===== src/rtl/rtg_pkg.sv =====
// Package: shared constants for the raster timing generator.
// Holds the word addresses, the field positions the counters decode,
// and the data-line code decoder. Assumes 32-bit register words.
package rtg_pkg;

    localparam int ADDR_W = 3;

    typedef enum logic [ADDR_W-1:0] {
        SEL_CTRL = 3'd0,
        SEL_HTIM = 3'd1,
        SEL_VTIM = 3'd2,
        SEL_SIZE = 3'd3,
        SEL_POL  = 3'd4
    } word_sel_e;

    // Field positions inside the timing and size words
    localparam int SYNC_LSB  = 0;
    localparam int FRONT_LSB = 8;
    localparam int BACK_LSB  = 20;
    localparam int WID_LSB   = 0;
    localparam int HGT_LSB   = 16;

    // Polarity word bits (stored as a 7-bit slice starting at POL_LSB)
    localparam int POL_LSB       = 12;
    localparam int POL_INV_V     = 12;
    localparam int POL_INV_H     = 13;
    localparam int POL_DATA_FALL = 14;
    localparam int POL_INV_DE    = 15;
    localparam int POL_SYNC_RISE = 16;
    localparam int POL_SYNC_OWN  = 17;
    localparam int POL_ALIGN     = 18;
    localparam int POL_W         = POL_ALIGN - POL_LSB + 1;

    // Control word bits
    localparam int CTRL_RUN      = 0;
    localparam int CTRL_CODE_LSB = 8;
    localparam int CODE_W        = 3;

    // Decode the data-line code into a line count; unknown codes give 24.
    function automatic logic [5:0] lines_from_code(input logic [CODE_W-1:0] code);
        case (code)
            3'd0:    return 6'd12;
            3'd1:    return 6'd16;
            3'd2:    return 6'd18;
            3'd3:    return 6'd24;
            3'd4:    return 6'd30;
            3'd5:    return 6'd36;
            default: return 6'd24;
        endcase
    endfunction

endpackage


===== src/rtl/rtg_regs.sv =====
// Module: rtg_regs
// Stores the written words and a working copy of the geometry and
// polarity. The working copy reloads every cycle while stopped and
// only on the last pixel of a frame while running.
// Assumes wr_data is 32 bits wide and that field widths fit it.
module rtg_regs
    import rtg_pkg::*;
#(
    parameter int FW = 12,
    parameter int SW = 8,
    parameter int DW = 32,
    localparam int CW = FW + 2
) (
    input  logic              clk,
    input  logic              rst_n,
    input  logic              wr_en,
    input  logic [ADDR_W-1:0] wr_addr,
    input  logic [DW-1:0]     wr_data,
    input  logic              frame_end,
    output logic              run,
    output logic [CODE_W-1:0] lines_code,
    output logic [5:0]        lines_num,
    output logic              data_fall,
    output logic              sync_fall,
    output logic [CW-1:0]     h_act,
    output logic [CW-1:0]     h_fp,
    output logic [CW-1:0]     h_sw,
    output logic [CW-1:0]     h_bp,
    output logic [CW-1:0]     v_act,
    output logic [CW-1:0]     v_fp,
    output logic [CW-1:0]     v_sw,
    output logic [CW-1:0]     v_bp,
    output logic              inv_hs,
    output logic              inv_vs,
    output logic              inv_de,
    output logic              align
);

    logic                run_q;
    logic [CODE_W-1:0]   code_q;
    logic [DW-1:0]       htim_q, vtim_q;
    logic [2*FW-1:0]     size_q;
    logic [POL_W-1:0]    pol_q;

    logic [DW-1:0]       sh_htim, sh_vtim;
    logic [2*FW-1:0]     sh_size;
    logic                sh_inv_h, sh_inv_v, sh_inv_de, sh_align;
    logic                load;

    // Capture software writes into the programmed words
    always_ff @(posedge clk) begin
        if (!rst_n) begin
            run_q  <= 1'b0;
            code_q <= '0;
            htim_q <= '0;
            vtim_q <= '0;
            size_q <= '0;
            pol_q  <= '0;
        end else if (wr_en) begin
            case (wr_addr)
                SEL_CTRL: begin
                    run_q  <= wr_data[CTRL_RUN];
                    code_q <= wr_data[CTRL_CODE_LSB +: CODE_W];
                end
                SEL_HTIM: htim_q <= wr_data;
                SEL_VTIM: vtim_q <= wr_data;
                SEL_SIZE: size_q <= {wr_data[HGT_LSB +: FW], wr_data[WID_LSB +: FW]};
                SEL_POL:  pol_q  <= wr_data[POL_LSB +: POL_W];
                default: ;
            endcase
        end
    end

    assign load = !run_q || frame_end;

    // Reload the working set when stopped or at the frame boundary
    always_ff @(posedge clk) begin
        if (!rst_n) begin
            sh_htim   <= '0;
            sh_vtim   <= '0;
            sh_size   <= '0;
            sh_inv_h  <= 1'b0;
            sh_inv_v  <= 1'b0;
            sh_inv_de <= 1'b0;
            sh_align  <= 1'b0;
        end else if (load) begin
            sh_htim   <= htim_q;
            sh_vtim   <= vtim_q;
            sh_size   <= size_q;
            sh_inv_h  <= pol_q[POL_INV_H - POL_LSB];
            sh_inv_v  <= pol_q[POL_INV_V - POL_LSB];
            sh_inv_de <= pol_q[POL_INV_DE - POL_LSB];
            sh_align  <= pol_q[POL_ALIGN - POL_LSB];
        end
    end

    // Decode stored fields into counts: minus-one fields gain one, raw ones do not
    always_comb begin
        h_act = CW'(sh_size[FW-1:0]) + CW'(1);
        v_act = CW'(sh_size[2*FW-1:FW]) + CW'(1);
        h_sw  = CW'(sh_htim[SYNC_LSB +: SW]) + CW'(1);
        h_fp  = CW'(sh_htim[FRONT_LSB +: FW]) + CW'(1);
        h_bp  = CW'(sh_htim[BACK_LSB +: FW]) + CW'(1);
        v_sw  = CW'(sh_vtim[SYNC_LSB +: SW]) + CW'(1);
        v_fp  = CW'(sh_vtim[FRONT_LSB +: FW]);
        v_bp  = CW'(sh_vtim[BACK_LSB +: FW]);
    end

    // Expose control and clock-edge selections straight from the programmed words
    always_comb begin
        run        = run_q;
        lines_code = code_q;
        lines_num  = lines_from_code(code_q);
        data_fall  = pol_q[POL_DATA_FALL - POL_LSB];
        sync_fall  = pol_q[POL_SYNC_OWN - POL_LSB] ? !pol_q[POL_SYNC_RISE - POL_LSB]
                                                   : pol_q[POL_DATA_FALL - POL_LSB];
        inv_hs     = sh_inv_h;
        inv_vs     = sh_inv_v;
        inv_de     = sh_inv_de;
        align      = sh_align;
    end

    // the working set never moves mid-frame
    p_shadow_hold_r9: assert property (@(posedge clk) disable iff (!rst_n)
        (run && !frame_end) |=> ($stable(sh_htim) && $stable(sh_vtim) &&
                                 $stable(sh_size) && $stable(sh_inv_h)))
        else $error("working set changed inside a frame");

endmodule


===== src/rtl/rtg_counters.sv =====
// Module: rtg_counters
// Pixel and line counters. Both are held at zero while stopped. The
// pixel counter wraps at h_total and the line counter wraps at v_total.
// Assumes both totals are at least 1 and constant within a frame.
module rtg_counters #(
    parameter int CW = 14
) (
    input  logic          clk,
    input  logic          rst_n,
    input  logic          run,
    input  logic [CW-1:0] h_total,
    input  logic [CW-1:0] v_total,
    output logic [CW-1:0] h,
    output logic [CW-1:0] v,
    output logic          frame_end
);

    logic line_end;

    assign line_end  = (h == h_total - CW'(1));
    assign frame_end = run && line_end && (v == v_total - CW'(1));

    // Advance pixel and line positions
    always_ff @(posedge clk) begin
        if (!rst_n || !run) begin
            h <= '0;
            v <= '0;
        end else if (line_end) begin
            h <= '0;
            v <= (v == v_total - CW'(1)) ? '0 : v + CW'(1);
        end else begin
            h <= h + CW'(1);
        end
    end

    // the pixel counter stays inside the line
    p_h_bound_r2: assert property (@(posedge clk) disable iff (!rst_n)
        run |-> (h < h_total))
        else $error("pixel counter beyond line length");

    // the last pixel of a line returns to column 0
    p_line_wrap_r2: assert property (@(posedge clk) disable iff (!rst_n)
        (run && line_end) |=> (h == '0))
        else $error("line did not wrap");

    // the line counter stays inside the frame
    p_v_bound_r3: assert property (@(posedge clk) disable iff (!rst_n)
        run |-> (v < v_total))
        else $error("line counter beyond frame length");

endmodule


===== src/rtl/rtg_outgen.sv =====
// Module: rtg_outgen
// Decodes the counter positions into sync, data-enable and coordinates,
// applies polarity and registers the result. With align set, vsync
// follows the previous line until the hsync column is reached.
// Assumes v_total is at least 1.
module rtg_outgen #(
    parameter int FW = 12,
    localparam int CW = FW + 2
) (
    input  logic          clk,
    input  logic          rst_n,
    input  logic          run,
    input  logic [CW-1:0] h,
    input  logic [CW-1:0] v,
    input  logic [CW-1:0] h_act,
    input  logic [CW-1:0] h_fp,
    input  logic [CW-1:0] h_sw,
    input  logic [CW-1:0] v_act,
    input  logic [CW-1:0] v_fp,
    input  logic [CW-1:0] v_sw,
    input  logic [CW-1:0] v_total,
    input  logic          inv_hs,
    input  logic          inv_vs,
    input  logic          inv_de,
    input  logic          align,
    output logic          hsync_o,
    output logic          vsync_o,
    output logic          de_o,
    output logic [FW-1:0] x_o,
    output logic [FW-1:0] y_o
);

    logic [CW-1:0] hs_start, hs_stop, vs_start, vs_stop, v_prev;
    logic          hs_now, vs_now, vs_prev, de_now, vs_pick;

    // Region decode for the current position
    always_comb begin
        hs_start = h_act + h_fp;
        hs_stop  = hs_start + h_sw;
        vs_start = v_act + v_fp;
        vs_stop  = vs_start + v_sw;
        v_prev   = (v == '0) ? v_total - CW'(1) : v - CW'(1);
        hs_now   = (h >= hs_start) && (h < hs_stop);
        vs_now   = (v >= vs_start) && (v < vs_stop);
        vs_prev  = (v_prev >= vs_start) && (v_prev < vs_stop);
        de_now   = (h < h_act) && (v < v_act);
        vs_pick  = (align && (h < hs_start)) ? vs_prev : vs_now;
    end

    // Register outputs with polarity, inactive while stopped
    always_ff @(posedge clk) begin
        if (!rst_n) begin
            hsync_o <= 1'b0;
            vsync_o <= 1'b0;
            de_o    <= 1'b0;
            x_o     <= '0;
            y_o     <= '0;
        end else if (!run) begin
            hsync_o <= inv_hs;
            vsync_o <= inv_vs;
            de_o    <= inv_de;
            x_o     <= '0;
            y_o     <= '0;
        end else begin
            hsync_o <= hs_now ^ inv_hs;
            vsync_o <= vs_pick ^ inv_vs;
            de_o    <= de_now ^ inv_de;
            x_o     <= de_now ? h[FW-1:0] : '0;
            y_o     <= de_now ? v[FW-1:0] : '0;
        end
    end

    // a stopped raster presents inactive levels next cycle
    p_idle_quiet_r6: assert property (@(posedge clk) disable iff (!rst_n)
        !run |=> (x_o == '0 && y_o == '0 && de_o == $past(inv_de) &&
                  hsync_o == $past(inv_hs) && vsync_o == $past(inv_vs)))
        else $error("outputs active while stopped");

    // coordinates are zero whenever data-enable is inactive
    p_coord_zero_r4: assert property (@(posedge clk) disable iff (!rst_n)
        (de_o == $past(inv_de)) |-> (x_o == '0 && y_o == '0))
        else $error("coordinates nonzero outside visible area");

endmodule


===== src/rtl/raster_timing_gen.sv =====
// Module: raster_timing_gen
// Top of the raster timing generator: register words, counters and
// output stage. All outputs are in the pixel clock domain.
// Assumes a single clock and a synchronous active-low reset.
module raster_timing_gen
    import rtg_pkg::*;
#(
    parameter int FW = 12,
    parameter int SW = 8,
    parameter int DW = 32,
    localparam int CW = FW + 2
) (
    input  logic              clk,
    input  logic              rst_n,
    input  logic              wr_en,
    input  logic [ADDR_W-1:0] wr_addr,
    input  logic [DW-1:0]     wr_data,
    output logic              hsync,
    output logic              vsync,
    output logic              de,
    output logic [FW-1:0]     pix_x,
    output logic [FW-1:0]     pix_y,
    output logic [CODE_W-1:0] lines_code,
    output logic [5:0]        lines_num,
    output logic              data_fall,
    output logic              sync_fall
);

    logic          run, frame_end;
    logic [CW-1:0] h_act, h_fp, h_sw, h_bp, v_act, v_fp, v_sw, v_bp;
    logic [CW-1:0] h_total, v_total, h, v;
    logic          inv_hs, inv_vs, inv_de, align;

    // Line and frame lengths from the working set
    always_comb begin
        h_total = h_act + h_fp + h_sw + h_bp;
        v_total = v_act + v_fp + v_sw + v_bp;
    end

    rtg_regs #(.FW(FW), .SW(SW), .DW(DW)) u_regs (
        .clk(clk), .rst_n(rst_n), .wr_en(wr_en), .wr_addr(wr_addr),
        .wr_data(wr_data), .frame_end(frame_end), .run(run),
        .lines_code(lines_code), .lines_num(lines_num),
        .data_fall(data_fall), .sync_fall(sync_fall),
        .h_act(h_act), .h_fp(h_fp), .h_sw(h_sw), .h_bp(h_bp),
        .v_act(v_act), .v_fp(v_fp), .v_sw(v_sw), .v_bp(v_bp),
        .inv_hs(inv_hs), .inv_vs(inv_vs), .inv_de(inv_de), .align(align)
    );

    rtg_counters #(.CW(CW)) u_cnt (
        .clk(clk), .rst_n(rst_n), .run(run), .h_total(h_total),
        .v_total(v_total), .h(h), .v(v), .frame_end(frame_end)
    );

    rtg_outgen #(.FW(FW)) u_out (
        .clk(clk), .rst_n(rst_n), .run(run), .h(h), .v(v),
        .h_act(h_act), .h_fp(h_fp), .h_sw(h_sw),
        .v_act(v_act), .v_fp(v_fp), .v_sw(v_sw), .v_total(v_total),
        .inv_hs(inv_hs), .inv_vs(inv_vs), .inv_de(inv_de), .align(align),
        .hsync_o(hsync), .vsync_o(vsync), .de_o(de), .x_o(pix_x), .y_o(pix_y)
    );

    // decoded line count always matches a legal value
    p_lines_legal_r10: assert property (@(posedge clk) disable iff (!rst_n)
        (lines_num == 6'd12 || lines_num == 6'd16 || lines_num == 6'd18 ||
         lines_num == 6'd24 || lines_num == 6'd30 || lines_num == 6'd36))
        else $error("illegal line count");

endmodule


===== config.mk =====
export PLATFORM = sky130hd
export DESIGN_NAME = raster_timing_gen
export DESIGN_NICKNAME = d
export VERILOG_FILES = /design/src/rtl/rtg_pkg.sv /design/src/rtl/rtg_regs.sv /design/src/rtl/rtg_counters.sv /design/src/rtl/rtg_outgen.sv /design/src/rtl/raster_timing_gen.sv
export SDC_FILE = /design/constraint.sdc
export NUM_CORES = 1
export LEC_CHECK = 0
export BUFFER_PORTS_ARGS = -buffer_cell sky130_fd_sc_hd__buf_2
export CORE_MARGIN = 2
export CORE_UTILIZATION = 40
export CTS_CLUSTER_SIZE = 40
export DETAILED_ROUTE_END_ITERATION = 6
export PLACE_DENSITY_LB_ADDON = 0.08
export SLEW_MARGIN = 20
export SYNTH_ARGS = -nofsm -noshare
export SYNTH_HDL_FRONTEND = slang
export SYNTH_SLANG_ARGS = --single-unit

===== constraint.sdc =====
create_clock -name clk -period 17.7 [get_ports clk]
set_clock_uncertainty 0.2 [all_clocks]
set_input_delay 2.655 -clock clk [delete_from_list [all_inputs] [get_ports clk]]
set_output_delay 2.655 -clock clk [all_outputs]
set_load 0.005 [all_outputs]

==> results of run 1 <==
==> synthesized netlist by cell type, drive strengths merged (3+ instances only) <==
master	instances
o21ai	145
and3	21
or3	19
a21o	21
xnor2	81
a41oi	3
a21boi	3
o211ai	10
and4	3
nand3	141
clkbuf	78
o21bai	7
nor3	41
and4b	3
o2111ai	6
nor3b	4
or4	6
inv	132
nor2b	10
a2111oi	5
and2	22
nand2b	26
nor2	113
a31oi	6
nor4	12
buf	21
o21a	43
ha	191
a21oi	159
nand3b	6
nand2	330
or2	8
nand4	18
a31o	4
a211o	5
o31ai	6
a211oi	19
xor2	60
fa	6
dfxtp	246
and3b	3
o31a	5
mux2i	11
==> cell type report <==
cell class,instances,share of cell area (%)
Antenna cell,1,0.0139
Clock buffer,45,4.71
Clock inverter,7,0.390
Inverter,132,2.76
Multi-Input combinational cell,1617,58.5
Sequential cell,246,27.4
Tap cell,532,3.70
Timing Repair Buffer,84,2.51
==> kinds of logic after synthesis <==
| group | after synthesis | synth area share, % |
|---|---|---|
| simple gates | 790 | 22.4 |
| other cells | 1 | 0.0229 |
| xor+xnor | 142 | 7.74 |
| flops | 246 | 30.1 |
| buf+inv | 231 | 5.78 |
| mux | 13 | 0.810 |
| compound gates | 473 | 17.7 |
| fa+ha+maj | 198 | 15.4 |
==> worst max-delay path, delay by kind of cell, from the launching register on <==
family / cells / cell delay (ps)
flip-flops: 1 / 430
adder cells (fa/ha/maj): 4 / 1290
AND/OR/NAND/NOR: 11 / 2310
buffers and inverters: 2 / 870
AO/OA/AOI/OAI: 10 / 1840
XOR/XNOR: 3 / 990
==> metal layers <==
metal / track usage (%) / vias up / share of wire (%)
met1: 31.8 / 6470 / 52
met2: 33.8 / 215 / 42
met3: 2.65 / 65 / 3.3
met5: 0 / - / 0
met4: 6.43 / 0 / 2.7
li1: - / 7302 / -
==> state kept, by name (all words and copies together), names as in the netlist, 3 cells and up <==
name / flops
u_cnt.h: 14
u_cnt.v: 14
u_out.x_o: 12
u_out.y_o: 12
u_regs.htim_q: 32
u_regs.lines_code: 3
u_regs.pol_q: 7
u_regs.sh_htim: 32
u_regs.sh_size: 24
u_regs.sh_vtim: 32
u_regs.size_q: 24
u_regs.vtim_q: 32
==> metrics by stage <==
step           cells  hold WS, ps
2_1_floorplan   2094          229
3_3_place_gp    2611          240
3_5_place_dp    2611          241
4_1_cts         2663          248
5_1_grt         2663          268
6_report        2664          245
==> power by group through the flow <==
stage	Clock (mW)	Combinational (mW)	Sequential [mW]
final	0.574	0.266	0.567
after global routing	0.613	0.301	0.568
after CTS	0.593	0.267	0.567
after floorplan	0	0.202	0.577
after detailed placement	0	0.265	0.579
after global placement	0	0.264	0.579
==> worst min path at each step <==
stage	from	depth (start not counted)	to	slack (ps)
finish	u_regs.vtim_q[29]	2	u_regs.sh_vtim[29]	250
global route	u_regs.vtim_q[19]	2	u_regs.sh_vtim[19]	270
CTS	u_regs.vtim_q[31]	2	u_regs.sh_vtim[31]	250
detailed placement	u_regs.size_q[16]	2	u_regs.sh_size[16]	240
global placement	u_regs.vtim_q[27]	2	u_regs.sh_vtim[27]	240
floorplan	u_regs.htim_q[27]	2	u_regs.sh_htim[27]	230
==> flow_summary.yaml, run 1 <==
yosys:
  synthTopCellsByArea: "dfxtp_1, ha_1, nand2_1"
  yosysWarnings: 0
  ys.flop_type: "dfxtp_1"
  synth_cell_types: 82
  synth_area_sq_um: 16400
  syn_area_per_cell_sq_um: 7.82
  yosys.area.top_type: "dfxtp_1"
  ys_async_sr_fraction_pct: 0
  synth-edff-count: 0
  synth_top_area_share_pct: 30.1
  syn_inst: 2094
  ys_seq_area_share_pct: 30.1
  syn_nets: 2329
  ys_ff_latch: 246
critical_path:
  rrSetupSlack_ps: 9520
  cp_data_required_time_ps: 17910
  end_kind: "flip-flop"
  startpoint: "u_regs.sh_size[12]"
  cpMaxStageDelayCell: "nor4_1"
  worstPathArrival_ps: 8390
  slowest_delay_ps: 580
  r2r_cells: 30
  crit_end: "u_regs.sh_htim[4]"
  cp_max_fo: 100
  crit_path_frequent_cell: "ha_1"
  timing.rr.end: "u_regs.sh_htim[4]"
  worstSetupPathType: "reg -> reg"
  reg2reg_from: "u_regs.sh_size[12]"
  critPathLaunchType: "flip-flop"
timing:
  max_freq_ghz: 0.122
  rsz0062_at_grt: "no"
  fin_setup_tns_ps: 0
  setup_viol: 0
  tightestPinTransition_ps: 926
  period_minus_slack_ps: 8180
  fin_ws_ps: 9520
  slew_violations: 0
  slew-limit-headroom_pct: 38.0
  finalCritPeriodShare_pct: 46.2
  final_hold_viol_count: 0
detailed_routing:
  drt_iter0_drc: 756
  drt_wl_total_um: 46500
  ant_nets: 0
  vias_per_cell: 5.27
  drt_pass1_iterations: 4
  wire_per_inst_um: 17.5
  drc: 0
  routed-via-count: 14052
cells_and_area:
  layout.nets: 2344
  drive_gt1_share_pct: 7.51
  multiInputGateArea_sq_um: 10500
  layout_common_cells: "nand2_1, dfxtp_1, ha_1"
  syn_to_final_growth_pct: 9.77
  seq_area_sq_um: 4920
  fin_area_sq_um: 18000
  final_common_cell: "nand2_1"
  post-route-util_pct: 44.2
  nFillCells: 4144
die:
  die_h_um: 206
  initial_core_util_pct: 40.3
  die_x_um: 206
  num_io_pins: 76
  row_count: 74
  core_area_sq_um: 40600
  dieArea_sq_um: 42600
cts:
  clock-sinks: 246
  cts-resized-gates: 0
  holdBufCountCts: 0
  htreeDepth: 1
  postCtsSetupBuffers: 0
  tritoncts: "built"
  clkLatencyLatePin_ps: 560
  cts_root_buf: "clkbuf_16"
  cts_made_buffers: 28
  cts.path.max_buffers: 3
  cts.clk_slew.worst_paths_ps: 60
global_route:
  track_usage_pct: 21.9
  antenna_found_initial: 1
  grt_start_max_net_pins: 101
  grt_pass1_wl_um: 73300
  grt-ovfl-total: 0
  grt_pass1_vias: 13273
placed_design:
  place_congestion: 0.880
  placed_area_sq_um: 17000
  place.port_buffers: 74
  dp_hpwl_um: 35900
  post-place-ws_ps: 9600
power:
  sw_frac_of_total_pct: 27.9
  power_frac_seq_pct: 40.3
  powerDensity_nw_per_um2: 78.3
  combinationalPowerShare_pct: 18.9
  ir_drop_mv: 0.0606
  power.share.clock_pct: 40.8
  p_int_mw: 1.01
  p_leak_nw: 7.25
  p_total_mw: 1.41
  power.switching_mw: 0.393
flow_run:
  drv_cap: 0
status:
  outcome: "finished clean"
worst_hold_path:
  min_path_type: "reg -> reg"
Power figures use the tool's default switching activity.
==> inputs of run 2 (changes only) <==
Clock period 17.7 ns to 8.05 ns, I/O delays scaled along.
==> run 2 against run 1 <==
Non-clock buffer count is 5 higher. Worst setup slack worse by 8900 ps. Hold slack worse by 4.5 ps. Total power is 130% higher. Register-to-register slack worse by 8900 ps. Final area is 0.88% higher. Sequential power is 120% higher. Fmax is 10% higher. Utilization is 0.39 points higher. Clock-buffer cell count is 1 lower. Wire length is 1.8% higher. Critical path depth is 1 higher. Largest cell class unchanged.
==> flow_summary.yaml, run 2 (synthesis gave the netlist of run 1 again) <==
worst_hold_path:
  hold_depth: 2
  min_from: "u_regs.vtim_q[26]"
  hold_end: "u_regs.sh_vtim[26]"
  min_path_type: "reg -> reg"
critical_path:
  rrSetupSlack_ps: 620
  cpMaxStageDelayCell: "dfxtp_1"
  cp_data_required_time_ps: 8260
  critPathBufInv: 3
  timing.rr.end: "u_regs.sh_vtim[14]"
  critPathLaunchType: "flip-flop"
  cp_max_fo: 184
  worstPathArrival_ps: 7640
  crit_family: "simple AND/OR/NAND/NOR gates"
  worstSetupPathType: "reg -> reg"
  crit_path_frequent_cell: "ha_1"
  r2r_cells: 31
  reg2reg_from: "u_regs.sh_size[12]"
  end_kind: "flip-flop"
  slowest_delay_ps: 450
placed_design:
  place_congestion: 0.892
  dp_hpwl_um: 36200
  place.port_buffers: 74
global_route:
  grt-ovfl-total: 0
  antenna_found_initial: 2
  grt_pass1_wl_um: 73700
  grt_pass1_vias: 13147
  track_usage_pct: 22.2
  grt_start_max_net_pins: 185
power:
  ir_drop_mv: 0.138
  powerDensity_nw_per_um2: 177
  p_leak_nw: 7.34
flow_run:
  drv_cap: 0
timing:
  setup_viol: 0
  max_freq_ghz: 0.135
  fin_setup_tns_ps: 0
  rsz0062_at_grt: "no"
  finalCritPeriodShare_pct: 92.3
  period_minus_slack_ps: 7430
  slew-limit-headroom_pct: 33.3
  tightestPinTransition_ps: 996
  final_hold_viol_count: 0
  slew_violations: 0
cells_and_area:
  layout.nets: 2350
  post-route-util_pct: 44.6
  diodes: 0
  syn_to_final_growth_pct: 10.7
  layout_common_cells: "nand2_1, dfxtp_1, ha_1"
  drive_gt1_share_pct: 8.19
  seq_area_sq_um: 4920
  multiInputGateArea_sq_um: 10500
  nFillCells: 4195
  final_common_cell: "nand2_1"
cts:
  htreeDepth: 1
  clock-sinks: 246
  cts_root_buf: "clkbuf_16"
  cts.clk_slew.worst_paths_ps: 90
  cts-resized-gates: 0
  holdBufCountCts: 0
  clkLatencyLatePin_ps: 580
  cts_made_buffers: 29
  postCtsSetupBuffers: 0
  cts.path.max_buffers: 3
  tritoncts: "built"
detailed_routing:
  wire_per_inst_um: 17.7
  drt_wl_total_um: 47300
  routed-via-count: 14079
  vias_per_cell: 5.27
  drc: 0
  drt_iter0_drc: 820
  drt_pass1_iterations: 5
  ant_nets: 0
status:
  outcome: "finished clean"
die:
  num_io_pins: 76
  die_x_um: 206
  row_count: 74
  die_h_um: 206
  dieArea_sq_um: 42600
  initial_core_util_pct: 40.3
  core_area_sq_um: 40600
## run 2: stage by stage
| step | instance area (sq um) | power (mW) | instances | worst slack, ps | hold slack, ps |
|---|---|---|---|---|---|
| after floorplan | 16400 | 1.71 | 2094 | 1420 | 229 |
| after global placement | 17100 | 1.85 | 2616 | 628 | 236 |
| after detailed placement | 17100 | 1.85 | 2616 | 615 | 238 |
| after CTS | 18100 | 3.25 | 2670 | 613 | 246 |
| after global routing | 18100 | 3.38 | 2670 | 25.8 | 265 |
| final | 18100 | 3.21 | 2670 | 617 | 241 |
## run 2: cell type report
type	instances	area share, %
Timing Repair Buffer	89	2.79
Multi-Input combinational cell	1617	58.0
Tap cell	532	3.67
Sequential cell	246	27.2
Inverter	132	2.74
Clock inverter	10	0.628
Clock buffer	44	4.98
## run 2: where the power goes
part           switching [mW]  internal, mW  leakage, nW
Combinational           0.337         0.244         4.85
Clock                   0.551         0.835        0.504
Sequential             0.0129          1.23         1.99
## run 2: how the worst max path moves through the flow
stage	slack [ps]	start	cells past startpoint	end
CTS	610	u_regs.sh_size[12]	30	u_out.vsync_o
global placement	630	u_regs.sh_size[12]	31	u_regs.sh_size[0]
detailed placement	620	u_regs.sh_size[12]	30	u_out.vsync_o
global route	30	u_regs.sh_size[12]	31	u_regs.sh_size[17]
finish	620	u_regs.sh_size[12]	31	u_regs.sh_vtim[14]
floorplan	1420	u_regs.sh_size[12]	31	u_regs.sh_size[2]
## run 2: worst register-to-register path, delay by kind of cell, from the launching register on
kind            cells  cell delay, ps
compound gates     10            1750
xor+xnor            3             610
fa+ha+maj           4            1290
buf+inv             3             660
flops               1             450
simple gates       11            2350
## run 2: metal layers
layer  GRT usage, %  wire length, um  up-vias
li1               -                -     7330
met1           32.9            25000     6486
met2           34.4            19900      212
met3           2.29             1600       51
met4           4.90              898        0
met5              0                0        -
